<file path="config.mk">
export PLATFORM = sky130hd
export DESIGN_NAME = sar_adc_ctrl
export DESIGN_NICKNAME = d
export VERILOG_FILES = /design/src/rtl/sar_pkg.sv /design/src/rtl/sar_bus_front.sv /design/src/rtl/sar_sequencer.sv /design/src/rtl/sar_readout.sv /design/src/rtl/sar_adc_ctrl.sv
export SDC_FILE = /design/constraint.sdc
export NUM_CORES = 1
export LEC_CHECK = 0
export BUFFER_PORTS_ARGS = -buffer_cell sky130_fd_sc_hd__buf_4
export CAP_MARGIN = 20
export CORE_MARGIN = 5
export CORE_UTILIZATION = 52
export CTS_CLUSTER_DIAMETER = 60
export DETAILED_ROUTE_END_ITERATION = 12
export PLACE_DENSITY = 0.73
export SYNTH_ARGS = -nofsm -noshare
export SYNTH_HDL_FRONTEND = slang
export SYNTH_SLANG_ARGS = --single-unit
export TNS_END_PERCENT = 100
</file>
<file path="constraint.sdc">
create_clock -name clk -period 2.4 [get_ports clk]
set_input_delay 0.48 -clock clk [delete_from_list [all_inputs] [get_ports clk]]
set_output_delay 0.48 -clock clk [all_outputs]
set_load 0.03 [all_outputs]
</file>
<file path="src/rtl/sar_pkg.sv">
package sar_pkg;

  typedef enum logic [1:0] {
    SEQ_IDLE,
    SEQ_ALIGN,
    SEQ_TRIAL,
    SEQ_PAD
  } seq_state_t;

  // Strobe levels after inversion: 1 means the pin is asserted (low)
  typedef struct packed {
    logic cs;
    logic wr;
    logic rd;
  } strobe_t;

endpackage

</file>
<file path="src/rtl/sar_bus_front.sv">
module sar_bus_front
  import sar_pkg::*;
#(
  parameter int SYNC_STAGES = 2
) (
  input  logic clk,
  input  logic rst_n,
  input  logic cs_n,
  input  logic wr_n,
  input  logic rd_n,
  output logic sel,
  output logic hold,
  output logic wr_rise,
  output logic wr_fall,
  output logic rd_rise,
  output logic rd_fall
);

  strobe_t pin_act;
  strobe_t stage_q [SYNC_STAGES];
  strobe_t now_s;
  strobe_t prev_s;

  always_comb begin
    pin_act.cs = ~cs_n;
    pin_act.wr = ~wr_n;
    pin_act.rd = ~rd_n;
  end

  // Synchroniser chain into the converter clock domain
  always_ff @(posedge clk or negedge rst_n) begin
    if (!rst_n) begin
      for (int i = 0; i < SYNC_STAGES; i++) stage_q[i] <= '0;
    end else begin
      stage_q[0] <= pin_act;
      for (int i = 1; i < SYNC_STAGES; i++) stage_q[i] <= stage_q[i-1];
    end
  end

  assign now_s = stage_q[SYNC_STAGES-1];

  always_ff @(posedge clk or negedge rst_n) begin
    if (!rst_n) prev_s <= '0;
    else        prev_s <= now_s;
  end

  // Pin rise = asserted level going away
  assign sel     = now_s.cs;
  assign hold    = now_s.cs & now_s.wr;
  assign wr_rise = prev_s.wr & ~now_s.wr;
  assign wr_fall = ~prev_s.wr & now_s.wr;
  assign rd_rise = prev_s.rd & ~now_s.rd;
  assign rd_fall = ~prev_s.rd & now_s.rd;

endmodule

</file>
<file path="src/rtl/sar_sequencer.sv">
module sar_sequencer
  import sar_pkg::*;
#(
  parameter int N         = 10,
  parameter int CONV_CYC  = 86,
  parameter int ALIGN_CYC = 4
) (
  input  logic         clk,
  input  logic         rst_n,
  input  logic         sel,
  input  logic         hold,
  input  logic         wr_rise,
  input  logic         wr_fall,
  input  logic         rd_fall,
  input  logic         cmp_i,
  output logic [N-1:0] trial_o,
  output logic [N-1:0] result_o,
  output logic         intr_n,
  output logic         conv_start
);

  localparam int CW        = $clog2(CONV_CYC);
  localparam int IW        = $clog2(N);
  localparam int TRIAL_CYC = 2 * N;
  localparam logic [CW-1:0] ALIGN_LAST = CW'(ALIGN_CYC - 1);
  localparam logic [CW-1:0] TRIAL_LAST = CW'(TRIAL_CYC - 1);
  localparam logic [CW-1:0] CONV_LAST  = CW'(CONV_CYC - 1);

  seq_state_t     state;
  logic [CW-1:0]  cnt;
  logic           start_flag;
  logic [N-1:0]   trial;
  logic [N-1:0]   result;
  logic [CW-1:0]  offset;
  logic [CW-1:0]  step;
  logic           phase;
  logic [IW-1:0]  bit_idx;
  logic [N-1:0]   below_mask;
  logic           end_evt;
  logic           clear_evt;

  always_comb begin
    offset     = cnt - CW'(ALIGN_CYC);
    phase      = offset[0];
    step       = offset >> 1;
    bit_idx    = IW'(N - 1) - IW'(step);
    below_mask = {N{1'b1}} >> step;
    conv_start = (state == SEQ_IDLE) && start_flag && !hold;
    end_evt    = (state == SEQ_PAD) && (cnt == CONV_LAST) && !hold;
    clear_evt  = sel && (wr_fall || rd_fall);
  end

  always_ff @(posedge clk or negedge rst_n) begin
    if (!rst_n) begin
      state      <= SEQ_IDLE;
      cnt        <= '0;
      start_flag <= 1'b0;
      trial      <= '0;
      result     <= '0;
    end else if (hold) begin
      state      <= SEQ_IDLE;
      cnt        <= '0;
      start_flag <= 1'b0;
      trial      <= '0;
    end else begin
      if (wr_rise && sel) start_flag <= 1'b1;
      unique case (state)
        SEQ_IDLE: begin
          if (start_flag) begin
            state      <= SEQ_ALIGN;
            cnt        <= '0;
            trial      <= '0;
            start_flag <= 1'b0;
          end
        end
        SEQ_ALIGN: begin
          cnt <= cnt + 1'b1;
          if (cnt == ALIGN_LAST) state <= SEQ_TRIAL;
        end
        SEQ_TRIAL: begin
          cnt <= cnt + 1'b1;
          if (!phase) trial[bit_idx] <= 1'b1;
          else        trial[bit_idx] <= cmp_i;
          if (offset == TRIAL_LAST) state <= SEQ_PAD;
        end
        SEQ_PAD: begin
          if (cnt == CONV_LAST) begin
            state  <= SEQ_IDLE;
            result <= trial;
          end else begin
            cnt <= cnt + 1'b1;
          end
        end
        default: state <= SEQ_IDLE;
      endcase
    end
  end

  always_ff @(posedge clk or negedge rst_n) begin
    if (!rst_n)         intr_n <= 1'b1;
    else if (end_evt)   intr_n <= 1'b0;
    else if (clear_evt) intr_n <= 1'b1;
  end

  assign trial_o  = trial;
  assign result_o = result;

  assert_hold_idles_R5: assert property (@(posedge clk) disable iff (!rst_n)
    hold |=> (state == SEQ_IDLE && trial_o == '0));

  assert_trial_below_clear_R2: assert property (@(posedge clk) disable iff (!rst_n)
    (state == SEQ_TRIAL && !phase) |-> ((trial & below_mask) == '0));

  assert_intr_from_pad_R6: assert property (@(posedge clk) disable iff (!rst_n)
    $fell(intr_n) |-> ($past(state) == SEQ_PAD));

  assert_intr_release_R7: assert property (@(posedge clk) disable iff (!rst_n)
    (clear_evt && !end_evt) |=> intr_n);

  assert_result_at_end_R2: assert property (@(posedge clk) disable iff (!rst_n)
    !$stable(result_o) |-> !intr_n);

endmodule

</file>
<file path="src/rtl/sar_readout.sv">
module sar_readout #(
  parameter int N     = 10,
  parameter int BUS_W = 8
) (
  input  logic             clk,
  input  logic             rst_n,
  input  logic             sel,
  input  logic             rd_rise,
  input  logic             conv_start,
  input  logic [N-1:0]     result,
  input  logic             cs_n,
  input  logic             rd_n,
  output logic [BUS_W-1:0] data_o,
  output logic             data_oe
);

  localparam int PAD_W = 2 * BUS_W - N;

  logic             low_sel;
  logic [BUS_W-1:0] hi_byte;
  logic [BUS_W-1:0] lo_byte;

  always_ff @(posedge clk or negedge rst_n) begin
    if (!rst_n)                low_sel <= 1'b0;
    else if (conv_start)       low_sel <= 1'b0;
    else if (sel && rd_rise)   low_sel <= ~low_sel;
  end

  always_comb begin
    hi_byte = result[N-1 -: BUS_W];
    lo_byte = {result[N-BUS_W-1:0], {PAD_W{1'b0}}};
    data_oe = ~cs_n & ~rd_n;
    data_o  = data_oe ? (low_sel ? lo_byte : hi_byte) : '0;
  end

  assert_ptr_moves_on_read_R4: assert property (@(posedge clk) disable iff (!rst_n)
    (!(sel && rd_rise) && !conv_start) |=> $stable(low_sel));

  assert_bus_quiet_R8: assert property (@(posedge clk) disable iff (!rst_n)
    (cs_n || rd_n) |-> (data_o == '0));

endmodule

</file>
<file path="src/rtl/sar_adc_ctrl.sv">
module sar_adc_ctrl #(
  parameter int N           = 10,
  parameter int BUS_W       = 8,
  parameter int CONV_CYC    = 86,
  parameter int ALIGN_CYC   = 4,
  parameter int SYNC_STAGES = 2
) (
  input  logic             clk,
  input  logic             rst_n,
  input  logic             cs_n,
  input  logic             wr_n,
  input  logic             rd_n,
  input  logic             cmp_i,
  output logic [N-1:0]     dac_code,
  output logic             intr_n,
  output logic [BUS_W-1:0] data_o,
  output logic             data_oe
);

  logic         sel;
  logic         hold;
  logic         wr_rise;
  logic         wr_fall;
  logic         rd_rise;
  logic         rd_fall;
  logic         conv_start;
  logic [N-1:0] result;

  sar_bus_front #(
    .SYNC_STAGES(SYNC_STAGES)
  ) u_front (
    .clk     (clk),
    .rst_n   (rst_n),
    .cs_n    (cs_n),
    .wr_n    (wr_n),
    .rd_n    (rd_n),
    .sel     (sel),
    .hold    (hold),
    .wr_rise (wr_rise),
    .wr_fall (wr_fall),
    .rd_rise (rd_rise),
    .rd_fall (rd_fall)
  );

  sar_sequencer #(
    .N        (N),
    .CONV_CYC (CONV_CYC),
    .ALIGN_CYC(ALIGN_CYC)
  ) u_seq (
    .clk       (clk),
    .rst_n     (rst_n),
    .sel       (sel),
    .hold      (hold),
    .wr_rise   (wr_rise),
    .wr_fall   (wr_fall),
    .rd_fall   (rd_fall),
    .cmp_i     (cmp_i),
    .trial_o   (dac_code),
    .result_o  (result),
    .intr_n    (intr_n),
    .conv_start(conv_start)
  );

  sar_readout #(
    .N    (N),
    .BUS_W(BUS_W)
  ) u_read (
    .clk       (clk),
    .rst_n     (rst_n),
    .sel       (sel),
    .rd_rise   (rd_rise),
    .conv_start(conv_start),
    .result    (result),
    .cs_n      (cs_n),
    .rd_n      (rd_n),
    .data_o    (data_o),
    .data_oe   (data_oe)
  );

endmodule

</file>
==> results of run 1 <==
[kinds of logic (layout without fill, tap and decap cells)]
family | Yosys count | after routing
buf+inv | 18 | 46
simple gates | 70 | 70
xor+xnor | 3 | 3
compound gates | 49 | 49
mux | 14 | 14
fa+ha+maj | 6 | 6
flops | 40 | 40
[per-stage QoR]
stage               utilization [%]  hold WS [ns]  total power [mW]
finish                        64.24        0.1508             1.956
global route                  64.24        0.1897             2.091
CTS                           64.24        0.1649             1.975
detailed placement            60.86        0.3410             1.374
global placement              60.86        0.3323             1.350
floorplan                         -        0.1844             1.234
[cell type report]
| class | count | area (um^2) | area share, % |
|---|---|---|---|
| Multi-Input combinational cell | 142 | 972.2 | 40.43 |
| Clock inverter | 1 | 30.03 | 1.249 |
| Clock buffer | 7 | 96.34 | 4.006 |
| Tap cell | 48 | 60.06 | 2.497 |
| Sequential cell | 40 | 1002 | 41.68 |
| Timing Repair Buffer | 27 | 202.7 | 8.429 |
| Inverter | 11 | 41.29 | 1.717 |
[metal layers]
metal / routed length (um) / part of all wire, % / vias to the layer above
li1: - / - / 762
met1: 1716 / 40 / 782
met2: 2305 / 54 / 39
met3: 209 / 4.9 / 6
met4: 74 / 1.7 / 0
met5: 0 / 0 / -
[worst max-delay path: stages (launching register included)]
cell                      delay, ns
sky130_fd_sc_hd__dfrtp_1       0.60
sky130_fd_sc_hd__inv_1         0.12
sky130_fd_sc_hd__ha_1          0.20
sky130_fd_sc_hd__and4b_1       0.22
sky130_fd_sc_hd__and3_1        0.22
sky130_fd_sc_hd__nand2_1       0.37
sky130_fd_sc_hd__mux2_1        0.38
[cells in the final DEF, fill, tap and decap left out, drive strengths merged, types with 3 or more instances in the layout]
master and count:
nand2 16, mux2i 4, a22o 6, dfrtp 39, nor2 14, o22ai 3
nor3 5, and2 8, a21boi 3, mux2 10, or3 4, nand3 5
clkbuf 7, nand2b 6, inv 11, o21ai 11, a21oi 12, buf 27
ha 6, xnor2 3
[worst paths after layout]
check / from / endpoint / cells past startpoint
setup / recovery: u_seq.cnt[1] / u_seq.result_o[2] / 6
hold / removal: rst_n / u_front.now_s[1] / 1
setup reg to reg: u_seq.cnt[1] / u_seq.result_o[2] / 6
hold reg to reg: u_front.stage_q[4] / u_front.now_s[1] / 0
max in group asynchronous: rst_n / u_seq.intr_n / 1
min in group clk: wr_n / u_front.stage_q[4] / 2
[flip-flops by register name, indices dropped and copies added, names as in the netlist]
| name | count |
|---|---|
| u_front.now_s | 2 |
| u_front.prev_s | 2 |
| u_front.sel | 1 |
| u_front.stage_q | 3 |
| u_read.low_sel | 1 |
| u_seq.cnt | 7 |
| u_seq.intr_n | 1 |
| u_seq.result_o | 10 |
| u_seq.start_flag | 1 |
| u_seq.state | 2 |
| u_seq.trial_o | 10 |
[power breakdown]
part / leakage [nW] / internal, mW / switching, mW
logic: 0.522 / 0.237 / 0.323
clock network: 0.0645 / 0.367 / 0.223
registers: 0.531 / 0.726 / 0.0801
==> results.txt, run 1 <==
----------------------------------------------------
[CTS]
  Cts bufs inserted ... 5
  Clock Sinks ... 40
  Number of buffers added to fix hold violations after cts ... 0
  Clock tree from TritonCTS ... yes
  Maximum clock path buffer count ... 2
  H-tree levels ... 2
  Clock-pin slew of the registers on the worst-case setup and hold paths ... 0.08 ns
  Root Buffer Master ... sky130_fd_sc_hd__clkbuf_8
  Count of cells resized by post-cts repair ... 0
  Post-CTS setup-driven buffer insertion count ... 0
  Clk_lat worst skew ... 0.29 ns

[STA]
  Final Worst Setup Slack ... ~0.17 ns
  Highest clock frequency the design can meet ... ~450 MHz
  Final max-slew violation count ... 0
  Number of endpoints with negative hold slack in the final report ... 0
  Largest clock skew in the final design ... 0.006230 ns
  Setup tns final ... 0 ns
  Final period demand of the worst path ... around 2.2 ns
  Setup repair after global routing missed its margin ... no
  Tcrit/Tclk final ... around 93%
  Normalized max-slew margin ... between 50% and 60%
  Number of endpoints failing setup at the final stage ... 0
  Least-Margin Pin Slew ... between 0.6 and 0.7 ns

[Global route]
  Grt total ovfl ... 0
  Largest net degree at the start of global routing ... between 40 and 50
  Global routing usage on met3 ... 4.408%
  Routing usage on met2 ... between 30% and 40%
  Initial antenna violation count ... 0
  Vias in the first global route ... between 1500 and 2000
  Global route hottest layer ... met2
  Total GRT Usage ... between 10% and 20%
  Met1 track demand over resource in global routing ... around a fifth
  Global-route wire length before repair ... 7300 um

[Floorplan]
  Number of top-level design ports ... 26
  Die H ... ~73 um
  Die ar. ... 0.005311 mm^2
  Core Region ... between 0.003 and 0.004 mm^2
  Number of cell rows ... 22
  Horizontal extent of the die ... ~73 um
  Effective utilization at floorplan ... ~55%

[Synthesis]
  Area fraction in compound gates after synthesis ... ~17%
  Sequential-to-total area share from yosys stat ... ~49%
  Share of synthesized cell area in and, or, nand and nor gates ... between 10% and 20%
  Syn Nets ... about 210
  Dominant register cell in the synthesized netlist ... sky130_fd_sc_hd__dfrtp_1
  Mean post-synth cell area ... a little over 10 um^2
  Number of warnings issued by yosys ... 0
  Cell types with the largest area share after synthesis ... sky130_fd_sc_hd__dfrtp_1 (47%), sky130_fd_sc_hd__mux2_1 (5.5%), sky130_fd_sc_hd__ha_1 (3.7%), sky130_fd_sc_hd__a21oi_1 (2.9%), sky130_fd_sc_hd__nand2_1 (2.9%)
  Arithmetic-cell share of the synthesized area counting full adders, half adders and majority gates ... under 10%
  Combined area of all synthesized cells ... 0.002056 mm^2
  Post-synthesis sequential element count ... 40
  Synth cell count leaders ... sky130_fd_sc_hd__dfrtp_1 (39), sky130_fd_sc_hd__nand2_1 (16), sky130_fd_sc_hd__nor2_1 (14)
  Async set-reset flop share out of synthesis ... 100.0%
  Xor and xnor area share after synthesis ... roughly 1.3%
  Post-synthesis cell type with the largest combined area ... sky130_fd_sc_hd__dfrtp_1
  Synth top area share ... 47.47%
  Syn Inst Count ... 200
  Post-synth EDFFs ... 0
  Multiplexer area fraction after synthesis ... around 7.4%
  Main combinational cell family by area after synthesis ... simple AND/OR/NAND/NOR gates
  Distinct cell type count of the synthesized netlist ... 46
  Most instantiated library cell after synthesis ... sky130_fd_sc_hd__dfrtp_1

[Critical path]
  Data arrival at the endpoint of the critical path ... between 2 and 2.5 ns
  Crit-path max FO ... 14
  Crit Path Class ... flop to flop
  Required arrival time at the worst endpoint ... 2.57 ns
  Critical Path Source Type ... flop
  Reg-to-reg slack, setup ... approximately 0.17 ns
  Type of element capturing the critical path ... flop

[Placed design]
  DP HPWL ... around 3300 um
  Total of buffers placed on input and output ports ... 25
  Placed insts ... 268
  Worst Setup Slack post-DPL ... 0.2051 ns
  Placement Cell Area ... ~0.0023 mm^2
  GPL Wtd Cong ... 0.8465

[Cells and area]
  Layout cell share with drive strength beyond 1 ... between 15 and 20%
  Antenna cells ... 0
  Area grow syn2layout ... 16.98%
  Filler Cells Inserted ... ~320
  Non-filler cells in the finished layout ... about 280
  Number of nets in the layout ... 239
  Final Cell Area ... roughly 0.0024 mm^2

[Run status]
  Outcome ... completed

[Detailed routing]
  Detailed Route Iter0 Violations ... 98
  Detailed Route WL ... 4307 um
  Remaining DRCs ... 0
  Count of nets left with antenna violations after detail routing ... 0
  Routed vias/inst ... roughly 5.8
  Number of detailed-routing iterations run before antenna repair ... 4
  WL per Instance ... roughly 16 um
  Vias post-DR ... 1589

[Flow run]
  Maximum capacitance violations ... 0

[Hold path]
  Type of the worst min-delay path ... primary input to async pin

[Pwr]
  Power Dens Cells ... between 800 and 900 mW/mm^2
  Cell leakage power ... 1.117 nW
  Worst-case vdd ir drop ... roughly 0.38 mV

----------------------------------------------------
No activity file was read; power rests on OpenSTA's default activity.
==> run 2, diff against run 1 <==
Settings changed: MAX_ROUTING_LAYER from default to met4.
==> run 2 against run 1 <==
Effect of this change: critical path depth is the same; worst setup slack got worse by 0.00074 ns; sequential power about the same; power barely moved; clock-buffer cell count unchanged; routed wire length decreased by 0.35%; highest routed layer unchanged.
==> results.txt, run 2 (synthesis results as in run 1) <==
----------------------------------------------------
[CTS]
  H-tree levels ... 2
  Count of cells resized by post-cts repair ... 0
  Maximum clock path buffer count ... 2
  Clock tree from TritonCTS ... yes
  Clk_lat worst skew ... between 0.2 and 0.3 ns
  Cts bufs inserted ... 5
  Number of buffers added to fix hold violations after cts ... 0
  Root Buffer Master ... sky130_fd_sc_hd__clkbuf_8
  Clock Sinks ... 40
  Post-CTS setup-driven buffer insertion count ... 0
  Clock-pin slew of the registers on the worst-case setup and hold paths ... roughly 0.070 ns

[Pwr]
  Worst-case vdd ir drop ... between 0.3 and 0.4 mV
  Power Dens Cells ... 813.4 mW/mm^2
  Cell leakage power ... around 1.1 nW
  Post-layout total power ... 1.956 mW

[STA]
  Setup repair after global routing missed its margin ... no
  Least-Margin Pin Slew ... around 0.61 ns
  Number of endpoints failing setup at the final stage ... 0
  Number of endpoints with negative hold slack in the final report ... 0
  Final period demand of the worst path ... roughly 2.2 ns
  Worst hold margin ... approximately 0.16 ns
  Tcrit/Tclk final ... about 93%
  Highest clock frequency the design can meet ... 448.1 MHz
  Final max-slew violation count ... 0
  Final Worst Setup Slack ... 0.1684 ns
  Normalized max-slew margin ... around three fifths
  Setup tns final ... 0 ns
  Largest clock skew in the final design ... between 0.006 and 0.007 ns

[Floorplan]
  Core Region ... roughly 0.0037 mm^2
  Number of cell rows ... 22
  Horizontal extent of the die ... between 70 and 80 um
  Number of top-level design ports ... 26
  Die H ... ~73 um
  Die ar. ... ~0.0053 mm^2
  Effective utilization at floorplan ... between 50% and 60%

[Global route]
  Largest net degree at the start of global routing ... 41
  Global-route wire length before repair ... between 7000 and 8000 um
  Vias in the first global route ... between 1500 and 2000
  Initial antenna violation count ... 0
  Grt total ovfl ... 0
  Total GRT Usage ... 18.26%

[Cells and area]
  Sequential Area ... between 0.001 and 0.0015 mm^2
  Number of nets in the layout ... between 200 and 250
  Area grow syn2layout ... 16.98%
  Multi-input logic area ... around 970 um^2
  Non-filler cells in the finished layout ... between 200 and 300
  Antenna cells ... 0
  Commonest non-fill, non-tap cell in the layout ... sky130_fd_sc_hd__dfrtp_1
  Filler Cells Inserted ... about 320
  Layout cell share with drive strength beyond 1 ... 17.54%
  Most frequent cells in the layout ... sky130_fd_sc_hd__dfrtp_1 (39), sky130_fd_sc_hd__buf_4 (27), sky130_fd_sc_hd__nand2_1 (16)

[Detailed routing]
  Number of detailed-routing iterations run before antenna repair ... 5
  Detailed Route WL ... about 4300 um
  WL per Instance ... 15.55 um
  Remaining DRCs ... 0
  Vias post-DR ... around 1600
  Detailed Route Iter0 Violations ... 76
  Count of nets left with antenna violations after detail routing ... 0
  Routed vias/inst ... ~5.8

[Critical path]
  Type of element capturing the critical path ... flop
  Crit-path max FO ... 14
  Data arrival at the endpoint of the critical path ... between 2 and 2.5 ns
  Cells on worst reg2reg path ... 6
  Required arrival time at the worst endpoint ... 2.57 ns
  Crit Path Class ... flop to flop
  Critical Path Source Type ... flop

[Placed design]
  DP HPWL ... roughly 3300 um
  Placed insts ... 268
  Total of buffers placed on input and output ports ... 25
  GPL Wtd Cong ... 0.8599
  Worst Setup Slack post-DPL ... 0.2051 ns

[Hold path]
  Type of the worst min-delay path ... primary input to async pin

[Run status]
  Outcome ... completed

[Flow run]
  Maximum capacitance violations ... 0

----------------------------------------------------
==> run 2: cell counts in the layout (fill, tap and decap cells not counted) <==
No cell type changed its count.
==> run 2: cell type report <==
class / count / area share, %
clock buffer: 7 / 4.006
clock inverter: 1 / 1.249
inverter: 11 / 1.717
multi-input combinational: 142 / 40.43
sequential: 40 / 41.68
tap: 48 / 2.497
timing repair buffer: 27 / 8.429
==> run 2: stage by stage <==
stage,instance area (um^2),util [%]
global route,2405,64.24
finish,2405,64.24
floorplan,2056,-
global placement,2278,60.86
CTS,2405,64.24
detailed placement,2278,60.86
==> run 2: metal layers <==
layer,share of wire [%],routed length (um),global-route usage (%)
met5,0,0,-
met4,1.7,74,5.943
met3,4.8,206,4.408
met2,53,2293,31.36
met1,40,1717,20.90
==> run 2: worst max-delay path: stages, from the launching register on <==
cell                      delay (ns)
sky130_fd_sc_hd__dfrtp_1        0.60
sky130_fd_sc_hd__inv_1          0.12
sky130_fd_sc_hd__ha_1           0.20
sky130_fd_sc_hd__and4b_1        0.22
sky130_fd_sc_hd__and3_1         0.22
sky130_fd_sc_hd__nand2_1        0.37
sky130_fd_sc_hd__mux2_1         0.38
==> run 2: power breakdown <==
group          internal, mW  total, mW  switching [mW]
registers             0.726      0.806          0.0798
logic                 0.237      0.561           0.323
clock network         0.367      0.589           0.223
==> run 2: path summary, 6_finish.rpt <==
kind,from,to,slack [ns]
setup / recovery,u_seq.cnt[1],u_seq.result_o[2],0.17
max in group asynchronous,rst_n,u_seq.intr_n,1.89
setup reg to reg,u_seq.cnt[1],u_seq.result_o[2],0.17
hold / removal,rst_n,u_front.stage_q[3],0.16
min in group clk,wr_n,u_front.stage_q[4],0.33
hold reg to reg,u_front.stage_q[3],u_front.now_s[0],0.36
==> run 3, diff against run 2 <==
Settings changed: BUFFER_PORTS_ARGS -buffer_cell sky130_fd_sc_hd__buf_4 to default, DONT_BUFFER_PORTS from default to 1, PLACE_DENSITY 0.73 to 0.67.
==> run 3 against run 2 <==
Effect of this change: sequential share of layout area up 2.8 points; clock-buffer cell count down 2; critical path depth unchanged; hold slack worse by 0.15 ns; via count down 4.4%; global-route usage down 0.59 points; power down 1.7%; register-to-register slack better by 0.18 ns; combinational power up 2%; fmax up 8.6%; routed wire length down 4.0%; worst setup slack better by 0.18 ns.
==> results.txt, run 3 (synthesis results as in run 1) <==
----------------------------------------------------
[Flow run]
  Maximum capacitance violations ... 0

[Detailed routing]
  WL per Instance ... between 15 and 20 um
  Number of detailed-routing iterations run before antenna repair ... 4
  Routed vias/inst ... between 5 and 6
  Vias post-DR ... ~1500
  Remaining DRCs ... 0
  Detailed Route Iter0 Violations ... around 140
  Detailed Route WL ... between 4000 and 5000 um
  Count of nets left with antenna violations after detail routing ... 0

[Run status]
  Outcome ... completed

[Critical path]
  Cells traversed along the worst timing path ... inv_1, ha_1, and4b_1, and3_1, nand2_1, mux2_1
  Critical path buffer and inverter count ... 1
  Gate family responsible for the most delay along the worst path ... simple AND/OR/NAND/NOR gates
  Delay of the slowest critical-path stage ... approximately 0.44 ns
  Required arrival time at the worst endpoint ... around 2.6 ns
  Critical path's slowest cell ... sky130_fd_sc_hd__mux2_1
  Critical Path Source Type ... flop
  Reg-to-reg slack, setup ... approximately 0.35 ns
  Crit-path max FO ... 10
  Data arrival at the endpoint of the critical path ... ~2.2 ns
  Type of element capturing the critical path ... flop
  Crit Path Class ... flop to flop

[Pwr]
  Power Dens Cells ... about 850 mW/mm^2
  Internal power of the cells ... ~1.3 mW
  Power share of the clock group ... around 28%
  Cell leakage power ... 1.006 nW
  Reported net switching power ... roughly 0.64 mW
  Sequential group share of total power ... 41.8%
  Part of the total power dissipated in combinational logic ... between 20% and 30%
  Proportion of total power due to net switching ... ~33%
  Worst-case vdd ir drop ... around 0.71 mV

[Placed design]
  GPL Wtd Cong ... about 0.81
  DP HPWL ... between 2000 and 3000 um
  Total of buffers placed on input and output ports ... 0

[STA]
  Number of endpoints failing setup at the final stage ... 0
  Least-Margin Pin Slew ... between 0.5 and 0.6 ns
  Final max-slew violation count ... 0
  Highest clock frequency the design can meet ... 486.7 MHz
  Tcrit/Tclk final ... 85.61%
  Final period demand of the worst path ... about 2 ns
  Number of endpoints with negative hold slack in the final report ... 0
  Largest clock skew in the final design ... roughly 0.0035 ns
  Worst hold margin ... 0.009778 ns
  Normalized max-slew margin ... between 60% and 70%
  Setup repair after global routing missed its margin ... no
  Setup tns final ... 0 ns

[CTS]
  Clock tree from TritonCTS ... yes
  H-tree levels ... 2
  Count of cells resized by post-cts repair ... 0
  Clock-pin slew of the registers on the worst-case setup and hold paths ... approximately 0.08 ns
  Cts bufs inserted ... 5
  Post-CTS setup-driven buffer insertion count ... 0
  Clock Sinks ... 40
  Maximum clock path buffer count ... 2
  Clk_lat worst skew ... 0.29 ns
  Root Buffer Master ... sky130_fd_sc_hd__clkbuf_8

[Hold path]
  Type of the worst min-delay path ... primary input to async pin

[Cells and area]
  Filler Cells Inserted ... between 300 and 400
  Layout cell share with drive strength beyond 1 ... just under 10%
  Commonest non-fill, non-tap cell in the layout ... sky130_fd_sc_hd__dfrtp_1
  Area grow syn2layout ... 9.556%
  Most frequent cells in the layout ... sky130_fd_sc_hd__dfrtp_1 (39), sky130_fd_sc_hd__nand2_1 (16), sky130_fd_sc_hd__nor2_1 (14)
  Antenna cells ... 0
  Number of nets in the layout ... approximately 220

[Floorplan]
  Horizontal extent of the die ... ~73 um
  Number of top-level design ports ... 26
  Effective utilization at floorplan ... between 50 and 60%
  Number of cell rows ... 22
  Die H ... ~73 um
  Core Region ... 0.003744 mm^2
  Die ar. ... roughly 0.0053 mm^2

[Global route]
  Vias in the first global route ... approximately 1500
  Initial antenna violation count ... 0
  Total GRT Usage ... between 10% and 20%
  Grt total ovfl ... 0
  Largest net degree at the start of global routing ... 40
  Global-route wire length before repair ... between 7000 and 8000 um

----------------------------------------------------
==> run 3: changes by cell type in the layout (fill, tap and decap cells not counted) <==
cell | previous run | this run
sky130_fd_sc_hd__buf_12 | 0 | 1
sky130_fd_sc_hd__buf_4 | 27 | 6
sky130_fd_sc_hd__clkbuf_8 | 7 | 5
sky130_fd_sc_hd__clkinv_2 | 0 | 1
sky130_fd_sc_hd__clkinvlp_4 | 0 | 1
==> run 3: power by group through the flow <==
stage               Clock (mW)  Sequential [mW]  Combinational, mW
floorplan                    0            0.789              0.445
global placement             0            0.809              0.538
detailed placement           0            0.816              0.552
CTS                      0.558            0.803              0.571
global route             0.589            0.814              0.645
finish                   0.547            0.803              0.573
==> run 3: final cells by class <==
| type | instances | area [um^2] | share of cell area [%] |
|---|---|---|---|
| clock inverters | 3 | 42.54 | 1.889 |
| clock buffers | 5 | 68.82 | 3.056 |
| multi-input cells | 142 | 972.2 | 43.17 |
| well taps | 48 | 60.06 | 2.667 |
| repair buffers | 7 | 65.06 | 2.889 |
| inverters | 11 | 41.29 | 1.833 |
| flip-flops and latches | 40 | 1002 | 44.50 |
==> run 3: metrics by stage <==
| step | utilization (%) | cells | setup slack [ns] | power, mW | area, um^2 |
|---|---|---|---|---|---|
| floorplan | - | 200 | 0.3575 | 1.234 | 2056 |
| global placement | 56.65 | 247 | 0.4355 | 1.347 | 2121 |
| detailed placement | 56.65 | 247 | 0.3440 | 1.368 | 2121 |
| CTS | 60.16 | 256 | 0.3233 | 1.932 | 2252 |
| global route | 60.16 | 256 | 0.1865 | 2.048 | 2252 |
| finish | 60.16 | 256 | 0.3453 | 1.922 | 2252 |
==> run 3: what timing repair did <==
| item | in CTS | in global routing |
|---|---|---|
| endpoints found under the setup margin | 0 | 0 |
| hold buffers | 1 | 0 |
| endpoints found under the hold margin | 39 | 0 |
==> run 3: worst reg2reg max path, delay by kind of cell (launching register included) <==
kind	cells	cell delay [ns]
and+or+nand+nor	3	0.79
muxes	1	0.44
buffers and inverters	1	0.12
DFF	1	0.43
adders and majority gates	1	0.15
==> run 3: worst paths after layout <==
path,start,to,cells past startpoint
max,u_seq.cnt[1],u_seq.result_o[2],6
min reg2reg,u_front.stage_q[4],u_front.now_s[1],0
max reg2reg,u_seq.cnt[1],u_seq.result_o[2],6
max in group asynchronous,rst_n,u_seq.trial_o[4],1
min,rst_n,u_front.now_s[0],1
min in group clk,wr_n,u_front.stage_q[4],1
==> run 3: metal layers <==
layer,track usage (%),wire length [um]
met5,-,0
met4,4.918,70
met3,4.821,243
met2,27.86,1966
met1,22.40,1838
